## src/rtl/bas_pkg.sv

```systemverilog
package bas_pkg;

    localparam int BEAT_W = 2;

    typedef enum logic [2:0] {
        ST_IDLE  = 3'd0,
        ST_BEAT0 = 3'd1,
        ST_BEAT1 = 3'd2,
        ST_BEAT2 = 3'd3,
        ST_BEAT3 = 3'd4
    } seq_state_e;

    // Beat number carried by each burst state
    function automatic logic [BEAT_W-1:0] beat_of(input seq_state_e s);
        logic [BEAT_W-1:0] b;
        case (s)
            ST_BEAT1: b = 2'd1;
            ST_BEAT2: b = 2'd2;
            ST_BEAT3: b = 2'd3;
            default:  b = 2'd0;
        endcase
        return b;
    endfunction

    // Low address bits for a given start value, beat and ordering
    function automatic logic [BEAT_W-1:0] order_bits(
        input logic [BEAT_W-1:0] start,
        input logic [BEAT_W-1:0] beat,
        input logic              ilv
    );
        logic [BEAT_W-1:0] r;
        if (ilv) r = start ^ beat;
        else     r = start + beat;
        return r;
    endfunction

endpackage

```

## src/rtl/bas_start_arb.sv

```systemverilog
module bas_start_arb (
    input  logic proc_stb_n,
    input  logic ctl_stb_n,
    input  logic ce_n,
    output logic load
);
    logic proc_take;
    logic ctl_take;

    always_comb begin
        // processor strobe is qualified by chip enable and has priority
        proc_take = !proc_stb_n && !ce_n;
        ctl_take  = !ctl_stb_n && !proc_take;
        load      = proc_take || ctl_take;
    end
endmodule

```

## src/rtl/bas_beat_fsm.sv

```systemverilog
module bas_beat_fsm
    import bas_pkg::*;
(
    input  logic              clk,
    input  logic              rst_n,
    input  logic              load,
    input  logic              step,
    output logic [BEAT_W-1:0] beat,
    output logic              active
);
    seq_state_e state_q;
    seq_state_e state_d;

    // state register
    always_ff @(posedge clk or negedge rst_n) begin
        if (!rst_n) state_q <= ST_IDLE;
        else        state_q <= state_d;
    end

    // next-state logic
    always_comb begin
        state_d = state_q;
        if (load) begin
            state_d = ST_BEAT0;
        end else begin
            unique case (state_q)
                ST_IDLE:  state_d = ST_IDLE;
                ST_BEAT0: state_d = step ? ST_BEAT1 : ST_BEAT0;
                ST_BEAT1: state_d = step ? ST_BEAT2 : ST_BEAT1;
                ST_BEAT2: state_d = step ? ST_BEAT3 : ST_BEAT2;
                ST_BEAT3: state_d = step ? ST_BEAT0 : ST_BEAT3;
                default:  state_d = ST_IDLE;
            endcase
        end
    end

    // outputs
    always_comb begin
        beat   = beat_of(state_q);
        active = (state_q != ST_IDLE);
    end

    AST_LOAD_TO_BEAT0: assert property (@(posedge clk) disable iff (!rst_n)
        load |=> (state_q == ST_BEAT0));
    AST_WRAP_TO_BEAT0: assert property (@(posedge clk) disable iff (!rst_n)
        (state_q == ST_BEAT3 && step && !load) |=> (state_q == ST_BEAT0));
    AST_IDLE_HOLDS: assert property (@(posedge clk) disable iff (!rst_n)
        (state_q == ST_IDLE && !load) |=> (state_q == ST_IDLE));
endmodule

```

## src/rtl/bas_addr_gen.sv

```systemverilog
module bas_addr_gen
    import bas_pkg::*;
#(
    parameter int ADDR_W = 16
) (
    input  logic              clk,
    input  logic              rst_n,
    input  logic              load,
    input  logic [ADDR_W-1:0] addr_in,
    input  logic [BEAT_W-1:0] beat,
    input  logic              mode_ilv,
    output logic [ADDR_W-1:0] addr_out
);
    localparam int HI_W = ADDR_W - BEAT_W;

    logic [ADDR_W-1:0] base_q;

    always_ff @(posedge clk or negedge rst_n) begin
        if (!rst_n)    base_q <= '0;
        else if (load) base_q <= addr_in;
    end

    generate
        if (HI_W > 0) begin : g_split
            assign addr_out = {base_q[ADDR_W-1:BEAT_W],
                               order_bits(base_q[BEAT_W-1:0], beat, mode_ilv)};
        end else begin : g_low_only
            assign addr_out = order_bits(base_q[BEAT_W-1:0], beat, mode_ilv);
        end
    endgenerate
endmodule

```

## src/rtl/burst_addr_seq.sv

```systemverilog
module burst_addr_seq
    import bas_pkg::*;
#(
    parameter int ADDR_W = 16
) (
    input  logic              clk,
    input  logic              rst_n,
    input  logic [ADDR_W-1:0] addr_in,
    input  logic              proc_stb_n,
    input  logic              ctl_stb_n,
    input  logic              ce_n,
    input  logic              adv_n,
    input  logic              mode_ilv,
    output logic [ADDR_W-1:0] addr_out,
    output logic              burst_start
);
    logic              load;
    logic [BEAT_W-1:0] beat;
    logic              active;
    logic              start_q;

    bas_start_arb u_arb (
        .proc_stb_n (proc_stb_n),
        .ctl_stb_n  (ctl_stb_n),
        .ce_n       (ce_n),
        .load       (load)
    );

    bas_beat_fsm u_fsm (
        .clk    (clk),
        .rst_n  (rst_n),
        .load   (load),
        .step   (!adv_n),
        .beat   (beat),
        .active (active)
    );

    bas_addr_gen #(.ADDR_W(ADDR_W)) u_addr (
        .clk      (clk),
        .rst_n    (rst_n),
        .load     (load),
        .addr_in  (addr_in),
        .beat     (beat),
        .mode_ilv (mode_ilv),
        .addr_out (addr_out)
    );

    always_ff @(posedge clk or negedge rst_n) begin
        if (!rst_n) start_q <= 1'b0;
        else        start_q <= load;
    end

    assign burst_start = start_q;

    AST_CTL_ALWAYS_LOADS: assert property (@(posedge clk) disable iff (!rst_n)
        !ctl_stb_n |=> burst_start);
    AST_PROC_GATED: assert property (@(posedge clk) disable iff (!rst_n)
        (!proc_stb_n && ce_n && ctl_stb_n) |=> !burst_start);
    AST_HOLD_ADDR: assert property (@(posedge clk) disable iff (!rst_n)
        (!load && adv_n) |=> ($stable(addr_out) || !$stable(mode_ilv)));
    AST_UPPER_FIXED: assert property (@(posedge clk) disable iff (!rst_n)
        !load |=> $stable(addr_out[ADDR_W-1:BEAT_W]));
    AST_LINEAR_STEP: assert property (@(posedge clk) disable iff (!rst_n)
        (!load && !adv_n && active && !mode_ilv) |=>
        ((addr_out[BEAT_W-1:0] == $past(addr_out[BEAT_W-1:0]) + 2'd1)
         || !$stable(mode_ilv)));
endmodule

```

## config.mk

```make
export PLATFORM = sky130hd
export DESIGN_NAME = burst_addr_seq
export DESIGN_NICKNAME = d
export VERILOG_FILES = /design/src/rtl/bas_pkg.sv /design/src/rtl/bas_start_arb.sv /design/src/rtl/bas_beat_fsm.sv /design/src/rtl/bas_addr_gen.sv /design/src/rtl/burst_addr_seq.sv
export SDC_FILE = /design/constraint.sdc
export NUM_CORES = 1
export LEC_CHECK = 0
export CAP_MARGIN = 10
export CORE_ASPECT_RATIO = 1.2
export CORE_MARGIN = 10
export CORE_UTILIZATION = 51
export DETAILED_ROUTE_END_ITERATION = 10
export DONT_BUFFER_PORTS = 1
export PLACE_DENSITY = 0.7
export SYNTH_ARGS = -nofsm -noshare
export SYNTH_HDL_FRONTEND = slang
export SYNTH_HIERARCHICAL = 1
export SYNTH_SLANG_ARGS = --single-unit
```

## constraint.sdc

```tcl
create_clock -name clk -period 1.5 [get_ports clk]
set_input_delay 0.3 -clock clk [delete_from_list [all_inputs] [get_ports clk]]
set_output_delay 0.3 -clock clk [all_outputs]
set_load 0.02 [all_outputs]
```

==> reports/results.ini, run 1 <==
[status]
status = finished, violations left
violations = negative setup slack

[sta]
timing.fmax_mhz = 547
setup_viol = 2
slew_headroom_pct = 43.8
finClkSkew_ps = 0.413
finalMaxSlewViolations = 0
worst_slew_pin_slew_ps = 840
hold_viol = 0
fin_crit_sh_pct = 122
final.setup.tns_ps = -426
grt_setup_unrepaired = yes
hold-worst-slack_ps = 144
setup_slack_ps = -328
period_minus_slack_ps = 1830

[placement]
place_area_um2 = 960
routabilityCongestion = 0.622
port_buffers = 0
detailed_place_hpwl_um = 1360

[cells_and_area]
fin_area_um2 = 1060
fin_nets = 93
num_antenna_cells = 0
fin_util_pct = 56.4
area_growth_pct = 3.56
drive_above_1_share_pct = 55.9

[floorplanning]
floorplan.initialDensity_pct = 54.5
die_h_um = 69.0
io_pins = 40
dieArea_um2 = 4200
die_x_um = 60.8
core_area_um2 = 1870
rows = 17

[clocking]
cts.sinks = 20
clockBufferDepth = 2
worstSkewPairLatency_ps = 290
cts_tree = done
clk_pin_slew_ps = 110
htree_levels = 1
cts_made_buffers = 3
cts_root_buffer = clkbuf_4

[logic_synthesis]
synthesis.nets = 99
syn_avg_cell_area_um2 = 13.6
yosys_warnings = 6
synthCells = 75
synth_area_um2 = 1020

[pwr]
p_total_mw = 1.17
powerDensity_nw_per_um2 = 1100
p_leak_nw = 0.467
peakVddDrop_uv = 659

[grt]
gr-total-overflow = 0
grt_pass1_wl_um = 2860
grt_max_degree = 21
grt_pass1_vias = 580
grtUsageTotal_pct = 8.90
antenna_found_initial = 0

[setup_path]
cp.required_ps = 1200
cp.arrival_ps = 1530
path_cells = xnor2_2 > nor2_2 > ha_4 > nor2b_4 > xnor2_4
startpoint_type = flop
critPathCaptureType = output pin
cp_top_family = flip-flops
r2r_slack_ps = 50
slowest_delay_ps = 460
cp_max_fo = 4
slowest_stage = dfrtp_2
path_buf_inv = 0
critical_path_class = flop to output pin

[route]
first_pass_iters = 4
wl_um = 1850
drt-vias-per-instance = 5.55
drc = 0
vias = 483
drt-initial-drc-count = 8
wl_per_cell_um = 21.2
ant_nets = 0

[hold_path]
hold_class = input pin to flop

[job]
drv_cap = 0

[worst paths after layout]
path                                  start                end  depth (start not counted)
max                        u_fsm/state_q[2]        addr_out[1]                          5
min                              addr_in[0]   u_addr/base_q[0]                          1
max in group asynchronous             rst_n   u_fsm/state_q[2]                          1
min reg2reg                u_addr/base_q[1]   u_addr/base_q[1]                          1
min in group asynchronous             rst_n  u_addr/base_q[11]                          1
max reg2reg                u_fsm/state_q[1]   u_fsm/state_q[2]                          4
[metrics by stage]
| stage | setup slack [ps] | cells |
|---|---|---|
| floorplan | 1.85 | 75 |
| global placement | -3.70 | 81 |
| finish | -328 | 87 |
| global route | -420 | 87 |
| CTS | -296 | 87 |
| detailed placement | -36.3 | 81 |
[layout by cell type (no fill, tap or decap)]
| master | count |
|---|---|
| a211oi_1 | 1 |
| xnor2_4 | 1 |
| buf_4 | 5 |
| nor2_2 | 1 |
| mux2_2 | 6 |
| o21ai_2 | 2 |
| a21bo_2 | 1 |
| nand3b_1 | 2 |
| mux2_4 | 10 |
| xnor2_2 | 2 |
| nand2b_1 | 1 |
| dfrtp_2 | 1 |
| clkbuf_8 | 1 |
| dfrtp_1 | 19 |
| ha_4 | 1 |
| clkbuf_4 | 3 |
| o311ai_0 | 1 |
| or4b_1 | 1 |
| inv_1 | 3 |
| nand4b_1 | 1 |
| dlygate4sd3_1 | 1 |
| or3b_2 | 1 |
| nor2b_4 | 1 |
| a21oi_2 | 1 |
| buf_6 | 1 |
[area by class of cell]
class / instances / area [um^2]
fill: 163 / 816
sequential: 20 / 502
multi-input combinational: 34 / 424
timing repair buffer: 7 / 58.8
clock buffer: 4 / 36.3
tap: 19 / 23.8
inverter: 3 / 11.3
[flip-flops by register name, indices dropped and copies added, names as in the netlist]
| register | cells |
|---|---|
| burst_start | 1 |
| u_fsm/state_q | 3 |
| u_addr/base_q | 16 |
[worst reg2reg max path: stages, from the launching register on]
cell and delay (ps):
dfrtp_1 430, buf_6 140, buf_4 130, or4b_1 530, a21oi_2 150
[where the power goes]
part	total, mW	switching, mW	internal (mW)	leakage [nW]
Combinational	0.185	0.0751	0.110	0.213
Clock	0.301	0.153	0.148	0.0210
Sequential	0.680	0.0912	0.588	0.233
Total	1.17	0.319	0.846	0.467
[layer usage]
layer / wire length [um] / share of wire (%) / up-vias / global-route usage (%)
met5: 0 / 0 / - / 0
met4: 13 / 0.70 / 0 / 4.12
met3: 300 / 16 / 2 / 6.40
met2: 929 / 50 / 24 / 13.8
met1: 604 / 33 / 233 / 8.86
li1: - / - / 224 / -
[what timing repair did]
action	in CTS	in global routing
resized for setup	3	7
pin swaps	4	2
setup buffers	1	0
endpoints found under the hold margin	20	0
hold buffers	1	0
endpoints found under the setup margin	2	2
Power figures use the tool's default switching activity.
==> run 2: changes to the inputs <==
CAP_MARGIN = 20   (was 10)
PLACE_DENSITY = default   (was 0.7)
PLACE_DENSITY_LB_ADDON = 0.2   (was default)
==> reports/results.ini, run 2 (synthesis gave the netlist of run 1 again) <==
[cells_and_area]
largest_register_ffs = 16  ; unchanged
max_flop_register = u_addr/base_q
layout_commonest_cell = dfrtp_1
num_antenna_cells = 0  ; unchanged
fin_nets = 96  ; +3.2%
area_growth_pct = 7.36
fin_util_pct = 58.5  ; +2.1 points
fin_area_um2 = 1090  ; +3.7%
final_cell_mix = dfrtp_1 (19), mux2_4 (10), buf_4 (9)
drive_above_1_share_pct = 59.2  ; +3.3 points

[pwr]
pwr-share-comb_pct = 14.6  ; -1.2 points
p_total_mw = 1.30  ; +11%
switching_share_pct = 25.1  ; -2.3 points
power_switching_mw = 0.326  ; +2.2%
p_leak_nw = 0.489  ; +4.7%
powerDensity_nw_per_um2 = 1190  ; +7.5%
power.sequential.fraction_pct = 52.3  ; -6.0 points
peakVddDrop_uv = 627  ; -4.9%
p_clk_share_pct = 33.0  ; +7.2 points
internal-power_mw = 0.972  ; +15%

[status]
violations = negative setup slack
status = finished, violations left

[floorplanning]
floorplan.initialDensity_pct = 54.5  ; unchanged
dieArea_um2 = 4200  ; unchanged
die_x_um = 60.8  ; unchanged
rows = 17  ; unchanged
core_area_um2 = 1870  ; unchanged
io_pins = 40  ; unchanged
die_h_um = 69.0  ; unchanged

[job]
drv_cap = 0  ; unchanged

[hold_path]
hp-start = addr_in[1]
hold-path-cell-count = 1  ; unchanged
hold_end = u_addr/base_q[1]
hold_class = input pin to flop

[sta]
final.setup.tns_ps = -451  ; -25.2 ps
grt_setup_unrepaired = yes
slew_headroom_pct = 42.5  ; -1.3 points
fin_crit_sh_pct = 122  ; +0.38 points
setup_slack_ps = -333  ; -5.76 ps
period_minus_slack_ps = 1830  ; +5.76 ps
finalMaxSlewViolations = 0  ; unchanged
setup_viol = 2  ; unchanged
timing.fmax_mhz = 545  ; -0.31%
finClkSkew_ps = 0.197  ; -0.217 ps
hold_viol = 0  ; unchanged
worst_slew_pin_slew_ps = 860  ; +19.3 ps

[route]
vias = 497  ; +2.9%
drc = 0  ; unchanged
drt-initial-drc-count = 5  ; -3
wl_um = 1840  ; -0.70%
ant_nets = 0  ; unchanged
drt-vias-per-instance = 5.52  ; -0.53%
first_pass_iters = 4  ; unchanged
wl_per_cell_um = 20.4  ; -4.0%

[setup_path]
critPathCaptureType = output pin
startpoint_type = flop
cp_max_fo = 3  ; -1
r2r_slack_ps = 30  ; -20 ps
timing.rr.start = u_fsm/state_q[1]
r2r-end = u_fsm/state_q[2]
reg2reg_depth = 4  ; unchanged
cp.required_ps = 1200  ; about the same
cp.arrival_ps = 1530  ; about the same
critical_path_class = flop to output pin

[placement]
detailed_place_hpwl_um = 1440  ; +6.0%
pre_cts_slack_ps = -47.6  ; -11.3 ps
port_buffers = 0  ; unchanged
routabilityCongestion = 0.662  ; +6.4%
place_area_um2 = 967  ; +0.78%

[clocking]
clk_pin_slew_ps = 110  ; about the same
worstSkewPairLatency_ps = 290  ; about the same
cts.sinks = 20  ; unchanged
cts_made_buffers = 3  ; unchanged
cts_root_buffer = clkbuf_4
cts_tree = done
htree_levels = 1  ; unchanged
clockBufferDepth = 2  ; unchanged

[grt]
grtUsageTotal_pct = 8.91  ; +0.016 points
grt_pass1_wl_um = 2790  ; -2.4%
antenna_found_initial = 0  ; unchanged
gr-total-overflow = 0  ; unchanged
grt_pass1_vias = 556  ; -4.1%
grt_max_degree = 21  ; unchanged

[run 2: cell types whose count changed in the layout (fill, tap and decap cells not counted)]
cell / change
or4b_4: +1
buf_6: -1
bufinv_16: +1
or4b_1: -1
clkbuf_8: -1
buf_4: +4
[run 2: how the worst max path moves through the flow]
| stage | startpoint | endpoint | slack, ps | depth (start not counted) |
|---|---|---|---|---|
| final | u_fsm/state_q[1] | addr_out[1] | -330 | 5 |
| after global routing | u_fsm/state_q[1] | addr_out[1] | -410 | 5 |
| after CTS | u_fsm/state_q[1] | addr_out[1] | -320 | 5 |
| after detailed placement | u_fsm/state_q[0] | addr_out[1] | -50 | 4 |
| after global placement | u_fsm/state_q[0] | addr_out[1] | -30 | 4 |
| after floorplan | u_fsm/state_q[0] | addr_out[1] | 2 | 5 |
[run 2: per-layer routing]
| layer | track usage (%) | routed length [um] |
|---|---|---|
| met5 | 0 | 0 |
| met4 | 4.12 | 8 |
| met3 | 4.57 | 211 |
| met2 | 14.0 | 924 |
| met1 | 9.76 | 690 |
[run 2: power by group through the flow]
stage	Clock (mW)	Combinational (mW)	Sequential, mW
5_1_grt	0.473	0.206	0.690
3_5_place_dp	0	0.160	0.691
2_1_floorplan	0	0.254	0.623
6_report	0.429	0.190	0.680
4_1_cts	0.443	0.183	0.681
3_3_place_gp	0	0.155	0.690
[run 2: layout make-up]
class                           count  area (um^2)
Clock buffer                        3         22.5
Clock inverter                      1         30.0
Fill cell                         162          777
Inverter                            3         11.3
Multi-Input combinational cell     34          428
Sequential cell                    20          502
Tap cell                           19         23.8
Timing Repair Buffer               10         77.6
[run 2: critical path, cell delays in order, from the launching register on]
cell,delay (ps)
dfrtp_1,440
xnor2_2,170
nor2_2,150
ha_4,140
nor2b_4,170
xnor2_4,160
[run 2: repair_timing]
| action | CTS | global route |
|---|---|---|
| endpoints found under the hold margin | 20 | 0 |
| resized for setup | 4 | 6 |
| hold buffers | 1 | 0 |
| pin swaps | 5 | 3 |
| cloned | 0 | 0 |
| buffers inserted | 2 | 1 |
| endpoints found under the setup margin | 2 | 2 |
[run 2: per-stage QoR]
stage,hold slack (ps),instances
finish,141,90
global route,111,90
CTS,132,89
global placement,5.01,82
floorplan,4.41,75
detailed placement,5.06,82
